**src/rtl/wdk_pkg.sv**
```systemverilog
package wdk_pkg;

    localparam int TMO_W = 16;

    localparam logic [15:0] KEY_FIRST  = 16'h556C;
    localparam logic [15:0] KEY_SECOND = 16'hAA39;

    localparam logic [1:0] SLOT_CTRL  = 2'd1;
    localparam logic [1:0] SLOT_COUNT = 2'd2;
    localparam logic [1:0] SLOT_SVC   = 2'd3;

    typedef enum logic {
        KEY_IDLE,
        KEY_ARMED
    } key_state_t;

    typedef enum logic [1:0] {
        CNT_OFF,
        CNT_RUN,
        CNT_HOLD
    } cnt_state_t;

    typedef struct packed {
        logic [TMO_W-1:0] tmo;
        logic [7:0]       bmt;
        logic             bme;
        logic             frz;
        logic             en;
        logic             rsel;
        logic             psc;
    } ctrl_t;

endpackage

```
**src/rtl/wdk_ctrl_regs.sv**
```systemverilog
module wdk_ctrl_regs
    import wdk_pkg::*;
#(
    parameter int AW = 4,
    parameter int DW = 32
) (
    input  logic             clk,
    input  logic             rst_n,
    input  logic             wr_i,
    input  logic [AW-1:0]    addr_i,
    input  logic [DW-1:0]    wdata_i,
    input  logic [TMO_W-1:0] cnt_i,
    output ctrl_t            ctrl_o,
    output logic [DW-1:0]    rdata_o
);

    ctrl_t      ctrl_q;
    logic [1:0] slot;
    logic       ctrl_wr;

    assign slot    = addr_i[3:2];
    assign ctrl_wr = wr_i && (slot == SLOT_CTRL);

    logic unused_bits;
    assign unused_bits = &{1'b0, addr_i[1:0], wdata_i[6:4]};

    always_ff @(posedge clk) begin
        if (!rst_n) begin
            ctrl_q     <= '0;
            ctrl_q.tmo <= '1;
        end else if (ctrl_wr) begin
            ctrl_q.tmo  <= wdata_i[31:16];
            ctrl_q.bmt  <= wdata_i[15:8];
            ctrl_q.bme  <= wdata_i[7];
            ctrl_q.frz  <= wdata_i[3];
            ctrl_q.en   <= ctrl_q.en | wdata_i[2];
            ctrl_q.rsel <= wdata_i[1];
            ctrl_q.psc  <= wdata_i[0];
        end
    end

    always_comb begin
        rdata_o = '0;
        case (slot)
            SLOT_CTRL:  rdata_o = {ctrl_q.tmo, ctrl_q.bmt, ctrl_q.bme, 3'b000,
                                   ctrl_q.frz, ctrl_q.en, ctrl_q.rsel, ctrl_q.psc};
            SLOT_COUNT: rdata_o = {{(DW-TMO_W){1'b0}}, cnt_i};
            default:    rdata_o = '0;
        endcase
    end

    assign ctrl_o = ctrl_q;


    en_lock_chk: assert property (@(posedge clk) disable iff (!rst_n)
        ctrl_q.en |=> ctrl_q.en);

endmodule

```
**src/rtl/wdk_keyseq.sv**
```systemverilog
module wdk_keyseq
    import wdk_pkg::*;
(
    input  logic        clk,
    input  logic        rst_n,
    input  logic        wr_i,
    input  logic [15:0] data_i,
    output logic        reload_o
);

    key_state_t state_q, state_d;

    always_ff @(posedge clk) begin
        if (!rst_n) state_q <= KEY_IDLE;
        else        state_q <= state_d;
    end

    always_comb begin
        state_d  = state_q;
        reload_o = 1'b0;
        if (wr_i) begin
            unique case (state_q)
                KEY_IDLE: begin
                    if (data_i == KEY_FIRST) state_d = KEY_ARMED;
                end
                KEY_ARMED: begin
                    if (data_i == KEY_SECOND) begin
                        reload_o = 1'b1;
                        state_d  = KEY_IDLE;
                    end else if (data_i == KEY_FIRST) begin
                        state_d = KEY_ARMED;
                    end else begin
                        state_d = KEY_IDLE;
                    end
                end
                default: state_d = KEY_IDLE;
            endcase
        end
    end


    key_restart_chk: assert property (@(posedge clk) disable iff (!rst_n)
        reload_o |=> state_q == KEY_IDLE);

endmodule

```
**src/rtl/wdk_countdown.sv**
```systemverilog
module wdk_countdown
    import wdk_pkg::*;
#(
    parameter int TW       = TMO_W,
    parameter int PRESCALE = 2048
) (
    input  logic          clk,
    input  logic          rst_n,
    input  logic          en_i,
    input  logic          psc_i,
    input  logic          rsel_i,
    input  logic          frz_i,
    input  logic          halt_i,
    input  logic [TW-1:0] tmo_i,
    input  logic          reload_i,
    output logic [TW-1:0] cnt_o,
    output logic          rst_req_o,
    output logic          irq_o
);

    localparam int PW = (PRESCALE > 1) ? $clog2(PRESCALE) : 1;
    localparam logic [PW-1:0] PRE_LAST = PW'(PRESCALE - 1);

    cnt_state_t    mode;
    logic [TW-1:0] cnt_q;
    logic [PW-1:0] pre_q;
    logic          rst_q;
    logic          irq_q;
    logic          tick;
    logic          expire;

    always_comb begin
        if (!en_i)                mode = CNT_OFF;
        else if (frz_i && halt_i) mode = CNT_HOLD;
        else                      mode = CNT_RUN;
    end

    assign tick   = psc_i ? (pre_q == PRE_LAST) : 1'b1;
    assign expire = tick && (cnt_q <= TW'(1));

    always_ff @(posedge clk) begin
        if (!rst_n) begin
            cnt_q <= '1;
            pre_q <= '0;
            rst_q <= 1'b0;
            irq_q <= 1'b0;
        end else begin
            rst_q <= 1'b0;
            unique case (mode)
                CNT_OFF: begin
                    cnt_q <= tmo_i;
                    pre_q <= '0;
                end
                CNT_HOLD: begin
                    if (reload_i) begin
                        cnt_q <= tmo_i;
                        pre_q <= '0;
                    end
                end
                CNT_RUN: begin
                    if (reload_i) begin
                        cnt_q <= tmo_i;
                        pre_q <= '0;
                    end else begin
                        if (psc_i) pre_q <= (pre_q == PRE_LAST) ? '0 : pre_q + 1'b1;
                        else       pre_q <= '0;
                        if (expire) begin
                            cnt_q <= tmo_i;
                            if (rsel_i) rst_q <= 1'b1;
                            else        irq_q <= 1'b1;
                        end else if (tick) begin
                            cnt_q <= cnt_q - 1'b1;
                        end
                    end
                end
                default: cnt_q <= tmo_i;
            endcase
        end
    end

    assign cnt_o     = cnt_q;
    assign rst_req_o = rst_q;
    assign irq_o     = irq_q;


    freeze_hold_chk: assert property (@(posedge clk) disable iff (!rst_n)
        (en_i && frz_i && halt_i && !reload_i) |=> $stable(cnt_q));


    off_quiet_chk: assert property (@(posedge clk) disable iff (!rst_n)
        !en_i |=> !rst_req_o);


    irq_sticky_chk: assert property (@(posedge clk) disable iff (!rst_n)
        irq_o |=> irq_o);


    one_action_chk: assert property (@(posedge clk) disable iff (!rst_n)
        rst_req_o |-> !$rose(irq_o));

endmodule

```
**src/rtl/wdk_top.sv**
```systemverilog
module wdk_top
    import wdk_pkg::*;
#(
    parameter int PRESCALE = 2048
) (
    input  logic        clk,
    input  logic        rst_n,
    input  logic        bus_wr,
    input  logic [3:0]  bus_addr,
    input  logic [31:0] bus_wdata,
    output logic [31:0] bus_rdata,
    input  logic        dbg_halt,
    output logic        rst_req,
    output logic        irq_req
);

    ctrl_t            ctrl;
    logic [TMO_W-1:0] cnt;
    logic             svc_wr;
    logic             reload;

    assign svc_wr = bus_wr && (bus_addr[3:2] == SLOT_SVC);

    wdk_ctrl_regs #(.AW(4), .DW(32)) u_regs (
        .clk     (clk),
        .rst_n   (rst_n),
        .wr_i    (bus_wr),
        .addr_i  (bus_addr),
        .wdata_i (bus_wdata),
        .cnt_i   (cnt),
        .ctrl_o  (ctrl),
        .rdata_o (bus_rdata)
    );

    wdk_keyseq u_keys (
        .clk      (clk),
        .rst_n    (rst_n),
        .wr_i     (svc_wr),
        .data_i   (bus_wdata[15:0]),
        .reload_o (reload)
    );

    wdk_countdown #(.TW(TMO_W), .PRESCALE(PRESCALE)) u_count (
        .clk       (clk),
        .rst_n     (rst_n),
        .en_i      (ctrl.en),
        .psc_i     (ctrl.psc),
        .rsel_i    (ctrl.rsel),
        .frz_i     (ctrl.frz),
        .halt_i    (dbg_halt),
        .tmo_i     (ctrl.tmo),
        .reload_i  (reload),
        .cnt_o     (cnt),
        .rst_req_o (rst_req),
        .irq_o     (irq_req)
    );

endmodule

```
**config.mk**
```make
export PLATFORM = sky130hd
export DESIGN_NAME = wdk_top
export DESIGN_NICKNAME = d
export VERILOG_FILES = /design/src/rtl/wdk_pkg.sv /design/src/rtl/wdk_ctrl_regs.sv /design/src/rtl/wdk_keyseq.sv /design/src/rtl/wdk_countdown.sv /design/src/rtl/wdk_top.sv
export SDC_FILE = /design/constraint.sdc
export NUM_CORES = 1
export LEC_CHECK = 0
export BUFFER_PORTS_ARGS = -buffer_cell sky130_fd_sc_hd__buf_2
export CORE_MARGIN = 2
export CORE_UTILIZATION = 54
export CTS_CLUSTER_SIZE = 25
export DETAILED_ROUTE_END_ITERATION = 10
export PLACE_DENSITY = 0.81
export SLEW_MARGIN = 20
export SYNTH_ARGS = -nofsm -noshare
export SYNTH_HDL_FRONTEND = slang
export SYNTH_SLANG_ARGS = --single-unit
```
**constraint.sdc**
```tcl
create_clock -name clk -period 2.25 [get_ports clk]
set_input_delay 0 -clock clk [delete_from_list [all_inputs] [get_ports clk]]
set_output_delay 0 -clock clk [all_outputs]
set_load 0.01 [all_outputs]
```
; Word-level counts from Yosys, hierarchy flattened
; Cells that the tools add are included.
; Widths: inputs -> output; s select.
[word_totals]
ff_bits = 59
inputBits = 40
output_inout_bits = 34
word_cells = 63
[op_classes]
n_addsub = 2
n_lt_le_gt_ge = 1
eq_ne = 10
muxes = 21
bitwise = 7
n_reduce_logical = 10
[ops]
columns = operator, n
row1 = $mux 16, 4
row2 = $pmux 32 s2, 1
row3 = $mux 11, 4
row4 = $pmux 11 s3, 1
row5 = $pmux 16 s2, 1
row6 = $eq 16x15->1 const B, 1
row7 = $eq 16x16->1 const B, 1
row8 = $le 16x1->1 const B, 1
row9 = $sub 16x1->16 const B, 1
row10 = $add 11x1->11 const B, 1
row11 = $eq 11x11->1 const B, 1
row12 = $mux 1, 7
row13 = $eq 2x2->1 const B, 3
row14 = $not 1->1, 6
row15 = $eq 2x1->1 const B, 2
row16 = $logic_and 1x1->1, 4
row17 = $mux 2, 2
row18 = $ne 4x2->1 const B, 1
row19 = $reduce_and 2->1, 2
row20 = $reduce_and 4->1, 1
row21 = $reduce_or 4->1, 1
row22 = $reduce_bool 3->1, 1
row23 = $logic_not 2->1, 1
row24 = $ne 2x2->1 const B, 1
row25 = 2 further kinds, 2

; Longest topological paths before layout
[depth]
ltp_word = 6
depth_mapped = 9
mapped_depth_nobuf = 8

; Hierarchy
; From an unflattened synthesis, not the netlist that was laid out.
[hier_totals]
cells_unflattened = 416
hier_area_um2 = 3357.0
[modules_own_cells]
columns = mod, instances, cells_each, area_per_inst_um2, seq_area_each_um2
row1 = wdk_countdown, 1, 215, 1656.6, 580.6
row2 = wdk_ctrl_regs, 1, 186, 1561.5, 580.6
row3 = wdk_keyseq, 1, 14, 132.6, 20.0
row4 = wdk_top, 1, 1, 6.3, 0.0

; Worst setup path after synthesis
; No wires, ideal clock.
[synth_timing]
path_type = register -> register
start = register u_count.pre_q[0]
end = register u_count.cnt_q[10] (netlist: u_count.cnt_o[10])
setup_ns = 0.138
t_arrival_ns = 1.812
t_required_ns = 2.112
setup_slack_ns = 0.299
path_stages_with_launch = 9
n_path_buf = 1
period_less_slack_ns = 1.951
cell_sequence = dfxtp_1 > ha_1 > nand4_2 > o31ai_4 > inv_2 > a21oi_4 > and2_2 > buf_4 > a32oi_1
[synth_between]
elab_chain_len = 6
word_cells_on_any_way = 8
classes_between = 2 x eq/ne / 4 x mux / 2 x reduce/logical
[synth_rtl]
columns = item, line
row1 = start: declaration, wdk_countdown.sv:26  ; logic [PW-1:0] pre_q;
row2 = start signal: assignment, wdk_countdown.sv:65  ; if (psc_i) pre_q <= (pre_q == PRE_LAST) ? '0 : pre_q + 1'b1;
row3 = $eq 11x11->1 *, wdk_countdown.sv:38  ; assign tick = psc_i ? (pre_q == PRE_LAST) : 1'b1;
row4 = $mux 1 *, wdk_countdown.sv:38
row5 = $logic_and 1x1->1, wdk_countdown.sv:39  ; assign expire = tick && (cnt_q <= TW'(1));
row6 = $mux 16, wdk_countdown.sv:67  ; if (expire) begin
row7 = $mux 16, wdk_countdown.sv:61  ; if (reload_i) begin
row8 = $pmux 16 s2, wdk_countdown.sv:49  ; unique case (mode)
row9 = end signal: assignment, wdk_countdown.sv:51  ; cnt_q <= tmo_i;
row10 = end signal: assignment, wdk_countdown.sv:62  ; cnt_q <= tmo_i;
row11 = end signal: assignment, wdk_countdown.sv:68  ; cnt_q <= tmo_i;
row12 = end: declaration, wdk_countdown.sv:25  ; logic [TW-1:0] cnt_q;
; Every way passes the cells marked *; elsewhere a longest branch is shown, timed or not.
; A chain may end at the register's enable or synchronous reset.

; Worst setup path in the final report
[layout_timing]
start = register u_count.pre_q[1]
end = register u_count.cnt_q[12] (netlist: u_count.cnt_o[12])
; Same word-level chain as after synthesis.

==> qor.yml <==
p_leak_nw: 1.985
status: "completed"
grtUsageTotal_pct: 27.04
ioPinCount: 74
ys_seq_area_share_pct: 35.60
period_needed_ns: 2.069
path_cells: "ha_2 -> nand4_2 -> o31ai_4 -> nand4b_4 -> nand2_4 -> buf_12 -> mux2i_1 -> a32oi_1"
final.setup.tns_ns: 0
h-tree-depth: 3
clock_path_buffers: 2
clk_latency_ns: 0.34
antenna_found_initial: 0
rows: 28
avgViaCountPerCell: 5.754
syn_to_final_growth_pct: 26.89
vias: 3395
overflow: 0
drtIter0Drc: 268
hold_slack_ns: 0.05371
syn_nets: 454
hold_viol_final: 0
path_clk_slew_ns: 0.07
synth-seq-cells: 59
wl_met3_um: 591
detail_route.wl_per_cell_um: 15.17
syn_inst: 408
cts-root-buf: "clkbuf_8"
cts_tree: "done"
placed_area_sq_um: 3756
max_slew_margin_pct: 30.07
clock_sinks: 59
synthesis.area_sq_um: 3318
timing.final.ws_setup_ns: 0.1811
routed.top_layer: "met4"
antenna_cells: 0
grt_pass1_wl_um: 14010
cap_violations: 0
worstPathRequired_ns: 2.46
async_flop_share_pct: 0
critPathMaxFanout: 20
tightest_slew_ns: 1.047
stdcell_count: 590
finalMaxSlewViolations: 0
cpMaxStageDelayCell: "dfxtp_2"
cp-start-kind: "flip-flop"
timing.final.crit_share_pct: 91.95
vdd_ir_drop_max_mv: 0.4453
first_pass_iters: 5
gp_congestion: 0.8678
dp_hpwl_um: 5977
hold_path_class: "input pin to flip-flop"
criticalPathCategory: "flip-flop to flip-flop"
grt_pass1_vias: 3075
finalInstanceArea_sq_um: 4210
synth_cell_type_count: 58
route.detailed.drc: 0
post-route-util_pct: 71.11
max_stage_delay_ns: 0.37
route.met2.wl_um: 4560
dp_cells: 546
die_w_um: 82.39
grt_max_degree: 32
powerDensity_nw_per_um2: 535.6
start_util_pct: 56.04
setup_viol: 0
nNetsFinal: 557
total_power_mw: 2.255
ys.flop_type: "dfxtp_1"
synth_edf_count: 0
drive_above_1_share_pct: 23.50
worstSetupEndpointType: "flip-flop"
numCtsBuffers: 9
die_h_um: 82.39
dp_slack_ns: 0.06269
cts_setup_buffers: 0
finClkSkew_ns: 0.008197
drt_wl_total_um: 8953
core_area_sq_um: 5921
dieArea_sq_um: 6788
port_buffers: 71
worstPathArrival_ns: 2.28
final_antenna_net_count: 0
fmax_mhz: 483.4
rsz0062_at_grt: "false"
ys_warn_count: 0
avgSynthCellArea_sq_um: 8.133
wl_met1_um: 3556
-- power breakdown --
part / switching (mW) / total, mW / internal (mW) / leakage (nW)
Clock: 0.404 / 0.822 / 0.418 / 0.0860
Combinational: 0.168 / 0.324 / 0.156 / 1.42
Sequential: 0.0314 / 1.11 / 1.08 / 0.481
-- layout by cell type, fill, tap and decap left out, types with 5 or more instances in the layout --
master,synthesis,final
a22oi_1,14,14
clkbuf_8,0,10
nand2_1,81,81
inv_1,21,21
mux2i_1,15,15
buf_4,2,14
and2_1,23,23
and3_1,5,5
a21boi_0,12,12
nor2b_1,6,6
o21ai_1,5,5
nor2_1,27,27
buf_2,0,71
dlygate4sd3_1,0,29
o21ai_0,12,12
nor3_1,11,11
dfxtp_1,59,58
nand3_1,22,22
ha_1,6,5
a32oi_1,12,12
-- metal layers --
metal	vias up	global-route usage [%]
met1	1590	31.44
met5	-	0
met2	144	45.56
li1	1630	-
met4	0	12.00
met3	31	8.370
-- worst max-delay path: cells and delay by family, from the launching register on --
family          cells  cell delay [ns]
simple gates        3             0.51
flops               1             0.37
mux                 1             0.24
fa+ha+maj           1             0.22
buf+inv             1             0.17
compound gates      2             0.42
-- logic make-up (layout without fill, tap and decap cells) --
group / after synthesis / in the layout / share of synthesized area [%]
and+or+nand+nor: 203 / 203 / 31.86
AOI/OAI and AO/OA: 75 / 75 / 17.76
DFF: 59 / 59 / 35.60
buffers and inverters: 45 / 152 / 6.598
muxes: 16 / 16 / 4.864
adders and majority gates: 6 / 6 / 2.262
xor gates and xnor gates: 4 / 4 / 1.056
-- cell usage after synthesis, types with 4 or more instances --
| library cell | count | area share [%] |
|---|---|---|
| a21boi_0 | 12 | 2.7 |
| a22oi_1 | 14 | 3.2 |
| a32oi_1 | 12 | 3.2 |
| and2_1 | 23 | 4.3 |
| and3_1 | 5 | 0.94 |
| clkbuf_1 | 17 | 1.9 |
| dfxtp_1 | 59 | 36 |
| ha_1 | 6 | 2.3 |
| inv_1 | 21 | 2.4 |
| mux2i_1 | 15 | 4.5 |
| nand2_1 | 81 | 9.2 |
| nand3_1 | 22 | 3.3 |
| nor2_1 | 27 | 3.1 |
| nor2b_1 | 6 | 1.1 |
| nor3_1 | 11 | 1.7 |
| o21ai_0 | 12 | 1.8 |
| o21ai_1 | 5 | 0.75 |
| xnor2_1 | 4 | 1.1 |
-- flip-flops by register name, indices dropped and copies added, names as in the netlist --
name,cells
u_keys.state_q,1
u_count.rst_req_o,1
u_count.cnt_o,16
u_count.pre_q,11
u_count.irq_o,1
u_regs.ctrl_o,29
-- layout make-up --
class                   count  area, sq um
multi-input cells         304         1921
fillers                   456         1710
flip-flops and latches     59         1182
repair buffers            115        770.7
clock buffers              12        145.1
well taps                  75        93.84
inverters                  22        82.58
clock inverters             3        15.01
-- final timing paths --
check                           startpoint                              to  slack, ns  depth (start not counted)
min                                  rst_n   u_count.cnt_o[1]$_SDFFE_PN1P_       0.05                          2
max          u_count.pre_q[1]$_SDFFE_PN0P_  u_count.cnt_o[12]$_SDFFE_PN1P_       0.18                          8
min reg2reg  u_regs.ctrl_o[6]$_SDFFE_PN0P_   u_regs.ctrl_o[6]$_SDFFE_PN0P_       0.47                          2
max reg2reg  u_count.pre_q[1]$_SDFFE_PN0P_  u_count.cnt_o[12]$_SDFFE_PN1P_       0.18                          8
-- timing repair --
item	in CTS	in global routing
setup endpoints to repair	0	14
hold buffers	29	0
hold endpoints to repair	29	0
gates resized for setup	0	2
Note: power is estimated with default switching activity, not from simulation.
